<file path="src/rtl/sbus_byte_master.sv">
module sbus_byte_master #(
  parameter int unsigned DIV = 4
) (
  input  logic       clk,
  input  logic       por_n,
  input  logic       glob_rst_n,
  input  logic       link_rst_n,
  input  logic [1:0] reg_addr,
  input  logic       reg_wr,
  input  logic [7:0] reg_wdata,
  output logic [7:0] reg_rdata,
  input  logic       ee_load_busy,
  input  logic       ee_present,
  input  logic       sda_in,
  output logic       scl_oe,
  output logic       sda_oe
);

  localparam int unsigned CW = (DIV > 1) ? $clog2(DIV) : 1;
  localparam logic [CW-1:0] CLAST = CW'(DIV - 1);

  typedef enum logic [3:0] {
    ST_IDLE, ST_START, ST_SADR, ST_WORD, ST_RSTA,
    ST_SADR2, ST_WDAT, ST_RDAT, ST_STOP
  } st_t;

  st_t st, after;
  logic rst;
  logic [7:0] waddr_q, data_q, sac_q, sh, rx, ld;
  logic prot_q, det_q, err_q, first_q, miss;
  logic [CW-1:0] cnt;
  logic [1:0] q;
  logic [3:0] bitn;
  logic busy, in_ss, in_stop, is_byte, rd_byte, tick, seg_end, abort, launch, wr3;

  assign rst     = !(por_n && glob_rst_n && link_rst_n);
  assign busy    = (st != ST_IDLE);
  assign in_stop = (st == ST_STOP);
  assign in_ss   = (st == ST_START) || (st == ST_RSTA) || in_stop;
  assign is_byte = (st == ST_SADR) || (st == ST_WORD) || (st == ST_SADR2) ||
                   (st == ST_WDAT) || (st == ST_RDAT);
  assign rd_byte = (st == ST_RDAT);
  assign tick    = (cnt == CLAST);
  assign seg_end = busy && tick && (q == 2'd3) && (!is_byte || bitn == 4'd8);
  assign abort   = seg_end && is_byte && !rd_byte && miss;
  assign launch  = reg_wr && (reg_addr == 2'd2) && !busy;
  assign wr3     = reg_wr && (reg_addr == 2'd3);

  always_comb begin
    case (st)
      ST_START: after = ST_SADR;
      ST_SADR:  after = prot_q ? (sac_q[0] ? ST_RDAT : ST_WDAT) : ST_WORD;
      ST_WORD:  after = sac_q[0] ? ST_RSTA : ST_WDAT;
      ST_RSTA:  after = ST_SADR2;
      ST_SADR2: after = ST_RDAT;
      default:  after = ST_STOP;
    endcase
    case (after)
      ST_SADR:  ld = {sac_q[7:1], sac_q[0] & prot_q};
      ST_WORD:  ld = waddr_q;
      ST_SADR2: ld = {sac_q[7:1], 1'b1};
      ST_WDAT:  ld = data_q;
      default:  ld = 8'hFF;
    endcase
  end

  always_ff @(posedge clk) begin
    if (rst) begin
      st <= ST_IDLE; cnt <= '0; q <= 2'd0; bitn <= 4'd0;
      sh <= 8'h00; rx <= 8'h00; miss <= 1'b0; sac_q <= 8'h00;
    end else if (launch) begin
      sac_q <= reg_wdata;
      st <= ST_START; cnt <= '0; q <= 2'd0; bitn <= 4'd0;
    end else if (busy) begin
      cnt <= tick ? '0 : cnt + 1'b1;
      if (tick) begin
        q <= q + 2'd1;
        if (is_byte && q == 2'd2) begin
          if (bitn == 4'd8) miss <= sda_in;
          else rx <= {rx[6:0], sda_in};
        end
        if (q == 2'd3) begin
          if (seg_end) begin
            bitn <= 4'd0;
            if (in_stop) st <= ST_IDLE;
            else if (abort) st <= ST_STOP;
            else begin
              st <= after;
              sh <= ld;
            end
          end else if (is_byte) begin
            bitn <= bitn + 4'd1;
            sh <= {sh[6:0], 1'b0};
          end
        end
      end
    end
  end

  always_ff @(posedge clk) begin
    if (rst) begin
      waddr_q <= 8'h00; data_q <= 8'h00; prot_q <= 1'b0;
      det_q <= 1'b0; err_q <= 1'b0; first_q <= 1'b1;
    end else begin
      first_q <= 1'b0;
      if (reg_wr && reg_addr == 2'd0) waddr_q <= reg_wdata;
      if (seg_end && rd_byte) data_q <= rx;
      else if (reg_wr && reg_addr == 2'd1) data_q <= reg_wdata;
      if (wr3) begin
        prot_q <= reg_wdata[7];
        det_q  <= reg_wdata[3];
      end else if (first_q) det_q <= ee_present;
      if (abort) err_q <= 1'b1;
      else if (wr3 && reg_wdata[2]) err_q <= 1'b0;
    end
  end

  always_comb begin
    case (reg_addr)
      2'd0:    reg_rdata = waddr_q;
      2'd1:    reg_rdata = data_q;
      2'd2:    reg_rdata = sac_q;
      default: reg_rdata = {prot_q, 1'b0, busy, ee_load_busy, det_q, err_q, 2'b00};
    endcase
  end

  assign scl_oe = busy && ((q == 2'd0) || (q == 2'd3 && !in_stop));
  assign sda_oe = ((st == ST_START || st == ST_RSTA) && q[1]) ||
                  (in_stop && !q[1]) ||
                  (is_byte && bitn != 4'd8 && !rd_byte && !sh[7]);

endmodule

</file>
<file path="config.mk">
export PLATFORM = sky130hd
export DESIGN_NAME = sbus_byte_master
export DESIGN_NICKNAME = d
export VERILOG_FILES = /design/src/rtl/sbus_byte_master.sv
export SDC_FILE = /design/constraint.sdc
export NUM_CORES = 1
export LEC_CHECK = 0
export BUFFER_PORTS_ARGS = -buffer_cell sky130_fd_sc_hd__buf_4
export CAP_MARGIN = 20
export CORE_MARGIN = 2
export CORE_UTILIZATION = 45
export DETAILED_ROUTE_END_ITERATION = 16
export PLACE_DENSITY = 0.69
export SETUP_SLACK_MARGIN = 0.15
export SYNTH_ARGS = -nofsm -noshare
export SYNTH_HDL_FRONTEND = slang
export SYNTH_SLANG_ARGS = --single-unit
export TNS_END_PERCENT = 5
</file>
<file path="constraint.sdc">
create_clock -name clk -period 5.45 [get_ports clk]
set_input_delay 0.545 -clock clk [delete_from_list [all_inputs] [get_ports clk]]
set_output_delay 0.545 -clock clk [all_outputs]
set_load 0.02 [all_outputs]
</file>
==> results of run 1 <==
final timing paths:
check                 end  slack (ns)  depth (start not counted)
max          reg_rdata[5]        2.73                          3
min                 rx[0]        0.46                          3
max reg2reg         sh[1]        2.93                          5
min reg2reg         sh[2]        0.46                          2
final cells by class:
| type | count | area, µm² | area share [%] |
|---|---|---|---|
| flip-flops and latches | 57 | 1140 | 33.3 |
| multi-input cells | 247 | 1720 | 50.2 |
| repair buffers | 28 | 210 | 6.13 |
| inverters | 15 | 56.3 | 1.64 |
| clock inverters | 6 | 66.3 | 1.94 |
| well taps | 77 | 96.3 | 2.81 |
| clock buffers | 10 | 138 | 4.02 |
registers in the layout, indices dropped and copies added, names as in the netlist:
| register | count |
|---|---|
| data_q | 8 |
| sac_q | 8 |
| rx | 8 |
| st | 4 |
| q | 2 |
| first_q | 1 |
| waddr_q | 8 |
| err_q | 1 |
| miss | 1 |
| det_q | 1 |
| cnt | 2 |
| prot_q | 1 |
| sh | 8 |
| bitn | 4 |
cells by family (layout without fill, tap and decap cells):
group | after synthesis | after routing | share of synthesized area, %
mux | 34 | 34 | 13.3
buf+inv | 35 | 59 | 5.86
xor+xnor | 4 | 4 | 1.16
fa+ha+maj | 6 | 6 | 2.48
compound gates | 82 | 82 | 19.3
flops | 57 | 57 | 37.6
simple gates | 121 | 121 | 20.3
power breakdown:
part           switching (W)  internal [W]  leakage (nW)  total (W)
Combinational      0.0000252     0.0000191         0.708  0.0000443
Sequential        0.00000171      0.000418         0.459   0.000420
Clock               0.000182      0.000224        0.0949   0.000406
per-stage QoR:
stage               util (%)  cell area [µm²]  setup WS (ns)
floorplan                  -             3030           3.31
global placement        50.2             3220           3.03
detailed placement      50.2             3220           2.95
CTS                     53.4             3430           2.74
global route            53.4             3430           2.67
finish                  53.4             3430           2.73
layout by cell type, fill, tap and decap left out, types with 6 or more instances in the layout:
| cell | instances |
|---|---|
| nand2_1 | 32 |
| o32ai_1 | 8 |
| a21oi_1 | 26 |
| a211oi_1 | 9 |
| nand3_1 | 7 |
| ha_1 | 6 |
| dfxtp_1 | 57 |
| nor3_1 | 6 |
| o21ai_0 | 10 |
| a211oi_2 | 8 |
| buf_4 | 28 |
| inv_1 | 15 |
| clkbuf_8 | 10 |
| mux2i_1 | 29 |
| a22o_1 | 8 |
| nor2_1 | 44 |
routing by layer:
metal	wire length (µm)	global-route usage, %
met1	3470	27.7
met2	3390	31.6
met3	370	4.14
met4	87	9.81
met5	0	0
critical path: cells and delay by family (launching register included):
kind	cells	cell delay (ns)
simple gates	1	0.67
flops	1	0.50
mux	1	0.49
buf+inv	1	0.17
==> metrics.txt, run 1 <==
Post-CTS Hold Buffers 0; Slowest cell on crit path or4_4; Max Clock Skew 0.0100 ns; Crit path largest cell delay 0.67 ns; outcome finished clean; initial DRC count 139; Worst-Skew Late Latency 0.34 ns; Async SR Flop Fraction 0%; Initial Utilization 47.2%; r2r startpoint st[1]; yosys warns 0; dpl cells 424; antenna violations before repair 0; critical path type reg2out; count leader, synth dfxtp_1; worst vdd ir 0.000114 V; count of pins over their slew limit 0; Placer Congestion 0.882; vias in the first global route 2399; Tot Pwr 0.000870 W; Hold Path Class in2reg; CP Launch Type register; share of the synthesized area in the top cell type 37.6%; Final Hold Fails 0; post-CTS sizing 0; CTS Root Cell clkbuf_8; CORE AREA 6420 µm²; largest cells by area after synthesis dfxtp_1 (38%), mux2i_1 (9.6%), nor2_1 (5.4%); fin cells 440; Yosys top cell by area dfxtp_1; pwr dens 254 nW/µm²; Yosys cell types 49; Syn Nets 363; fmax 368 MHz; Clock Pin Slew Worst Setup and Hold Paths 0.07 ns; H-tree depth 3; Avg WL per Cell 16.6 µm; clock tree buffer depth 2; Synth Cell Area 3030 µm²; Post-synth EDFFs 0; Hold Startpoint sda_in; WP data arrival 2.17 ns; period utilization 49.9%; # setup viols final 0; post-synthesis register bit count 57; Tot GR Track Use 20.6%; Cells after Synth 339; worst hold slack 0.459 ns; Slew @ Worst Pin 0.900 ns; dominant synthesized flop cell dfxtp_1; final net count 382; chip width 86.1 µm; first-pass iteration count of the detailed router 5; DRT antenna net count 0; routed wire length 7310 µm; CP Data Required Time 4.91 ns; RSZ-0062 raised after global routing no; IO Pins 28; total die area 7410 µm²; Setup TNS Final 0 ns; grt total ovfl 0; Fillers 588; CP Capture Type output port; std cell rows 29; via/cell ratio 5.80; Synth top cells by count dfxtp_1 (57), nor2_1 (44), nand2_1 (32); CP cell instances or4_4, mux4_2, buf_4; Leakage 1.26 nW; diode count 0; Critical Path Start st[3]; sequential area share after synthesis 37.6%; layout cells sized above 1 18.7%; PortBufs 27; Slew HR 39.9%; Sink Count 57; DR DRC count 0; syn_area_per_cell 8.95 µm²; # Post-CTS Setup Buffers 0; total CTS buffers 9; Tmin final 2.72 ns; MaxCap Viol Count 0; CTS tree built; vias 2553; worst-path fanout max 17; DIE HEIGHT 86.1 µm; hpwl dp 5000 µm; P&R area growth vs syn 13.0%; global-route wire length before repair 11900 µm; largest net degree at the start of global routing 42
Power figures use the tool's default switching activity.
==> inputs of run 2 (changes only) <==
--- a/config.mk
+++ b/config.mk
@@ -10,7 +10,7 @@
 export CORE_MARGIN = 2
 export CORE_UTILIZATION = 45
 export DETAILED_ROUTE_END_ITERATION = 16
-export PLACE_DENSITY = 0.69
+export PLACE_DENSITY = 0.72
 export SETUP_SLACK_MARGIN = 0.15
 export SYNTH_ARGS = -nofsm -noshare
 export SYNTH_HDL_FRONTEND = slang
==> constraint.sdc (replaced) <==
create_clock -name clk -period 2.4 [get_ports clk]
set_input_delay 0.24 -clock clk [delete_from_list [all_inputs] [get_ports clk]]
set_output_delay 0.24 -clock clk [all_outputs]
set_load 0.02 [all_outputs]
==> metrics.txt, run 2 (synthesized netlist as in run 1, its figures left out) <==
Final Hold Fails 0; reg2reg setup slack 0.33 ns; # setup viols final 0; outcome finished clean; CP Capture Type output port; layout cells sized above 1 21.8%; worst-path fanout max 16; Clock Pin Slew Worst Setup and Hold Paths 0.06 ns; routed wire length 7340 µm; total die area 7410 µm²; Fillers 566; Leakage 1.33 nW; CTS Root Cell clkbuf_8; fmax 450 MHz; combinational power share 4.9%; pwr dens 601 nW/µm²; hpwl dp 5320 µm; DIE HEIGHT 86.1 µm; Post-CTS Hold Buffers 0; initial DRC count 208; Tmin final 2.22 ns; IO Pins 28; grt total ovfl 0; CP Launch Type register; worst vdd ir 0.000293 V; via/cell ratio 5.84; DRT antenna net count 0; total CTS buffers 9; Clk pwr share 50.2%; std cell rows 29; MaxCap Viol Count 0; Int Power 0.00167 W; RSZ-0062 raised after global routing yes; Slew @ Worst Pin 0.600 ns; Reg power frac 44.9%; CORE AREA 6420 µm²; count of pins over their slew limit 0; antenna violations before repair 0; vias 2624; first-pass iteration count of the detailed router 4; CP Data Required Time 2.16 ns; Avg WL per Cell 16.4 µm; Initial Utilization 47.2%; critical path type reg2out; Placer Congestion 0.887; WP data arrival 1.98 ns; largest net degree at the start of global routing 35; final net count 392; Max Clock Skew 0.00831 ns; leading cell type in the layout, fill and taps excluded dfxtp_1; Setup TNS Final 0 ns; global-route wire length before repair 12200 µm; CTS tree built; clock tree buffer depth 2; Hold Path Class in2reg; commonest non-fill, non-tap cells in the layout dfxtp_1 (53), nor2_1 (44), buf_4 (38), nand2_1 (32), mux2i_1 (29); Sw Share 21.2%; P&R area growth vs syn 16.6%; DR DRC count 0; H-tree depth 3; period utilization 92.6%; vias in the first global route 2485; chip width 86.1 µm; Slew HR 59.9%; diode count 0; Tot GR Track Use 21.0%; P_sw 0.000449 W; Sink Count 57; final core utilization 55.1%; Worst-Skew Late Latency 0.34 ns; PortBufs 27
==> run 2: cell types whose count changed in the layout (fill, tap and decap cells not counted), sizes merged <==
cell,before,now
clkbuf,10,9
clkinv,1,2
clkinvlp,3,1
inv,16,15
bufinv,1,3
buf,28,38
==> run 2: worst max-delay path, stage by stage, from the launching register on <==
cell and delay, ns:
dfxtp_4 0.40, or4_4 0.58, mux4_2 0.49, buf_4 0.17
==> run 2: power groups by stage <==
stage,Combinational [W],Sequential (W),Clock [W]
2_1_floorplan,0.0000577,0.000974,0
3_3_place_gp,0.000102,0.000975,0
3_5_place_dp,0.000103,0.000976,0
4_1_cts,0.000104,0.000953,0.00108
5_1_grt,0.000113,0.000953,0.00112
6_report,0.000104,0.000953,0.00107
==> run 2: path summary, 6_finish.rpt <==
path          start      endpoint  cells after the start
max           st[0]  reg_rdata[5]                      3
max reg2reg   st[1]     data_q[5]                      6
min          sda_in         rx[0]                      3
min reg2reg   sh[6]         sh[6]                      2
==> run 2: layer usage <==
metal	vias to the layer above	routed length, µm	track usage [%]
li1	1279	-	-
met1	1222	3310	28.8
met2	104	3300	32.2
met3	19	550	4.91
met4	0	180	7.65
met5	-	0	0
==> run 2: stage by stage <==
step                setup slack, ns  std cells  instance area [µm²]  power (W)  hold slack [ns]
global placement              0.348        433                 3290    0.00108            0.443
detailed placement            0.310        433                 3290    0.00108            0.452
CTS                           0.169        449                 3530    0.00214            0.144
finish                        0.176        449                 3540    0.00212            0.156
floorplan                     0.638        339                 3030    0.00103            0.376
global route                  0.143        449                 3540    0.00219            0.167
==> run 2: area by class of cell <==
class	count	area, µm²	share of cell area, %
Clock inverter	6	108	3.04
Tap cell	77	96.3	2.72
Timing Repair Buffer	38	285	8.07
Multi-Input combinational cell	247	1720	48.6
Clock buffer	9	124	3.50
Sequential cell	57	1150	32.5
Inverter	15	56.3	1.59
==> run 2: timing repair <==
action                                  CTS  global route
pin swaps                                 1             0
setup buffers                             1             0
endpoints found under the setup margin    1             5
gates resized for setup                   3             2
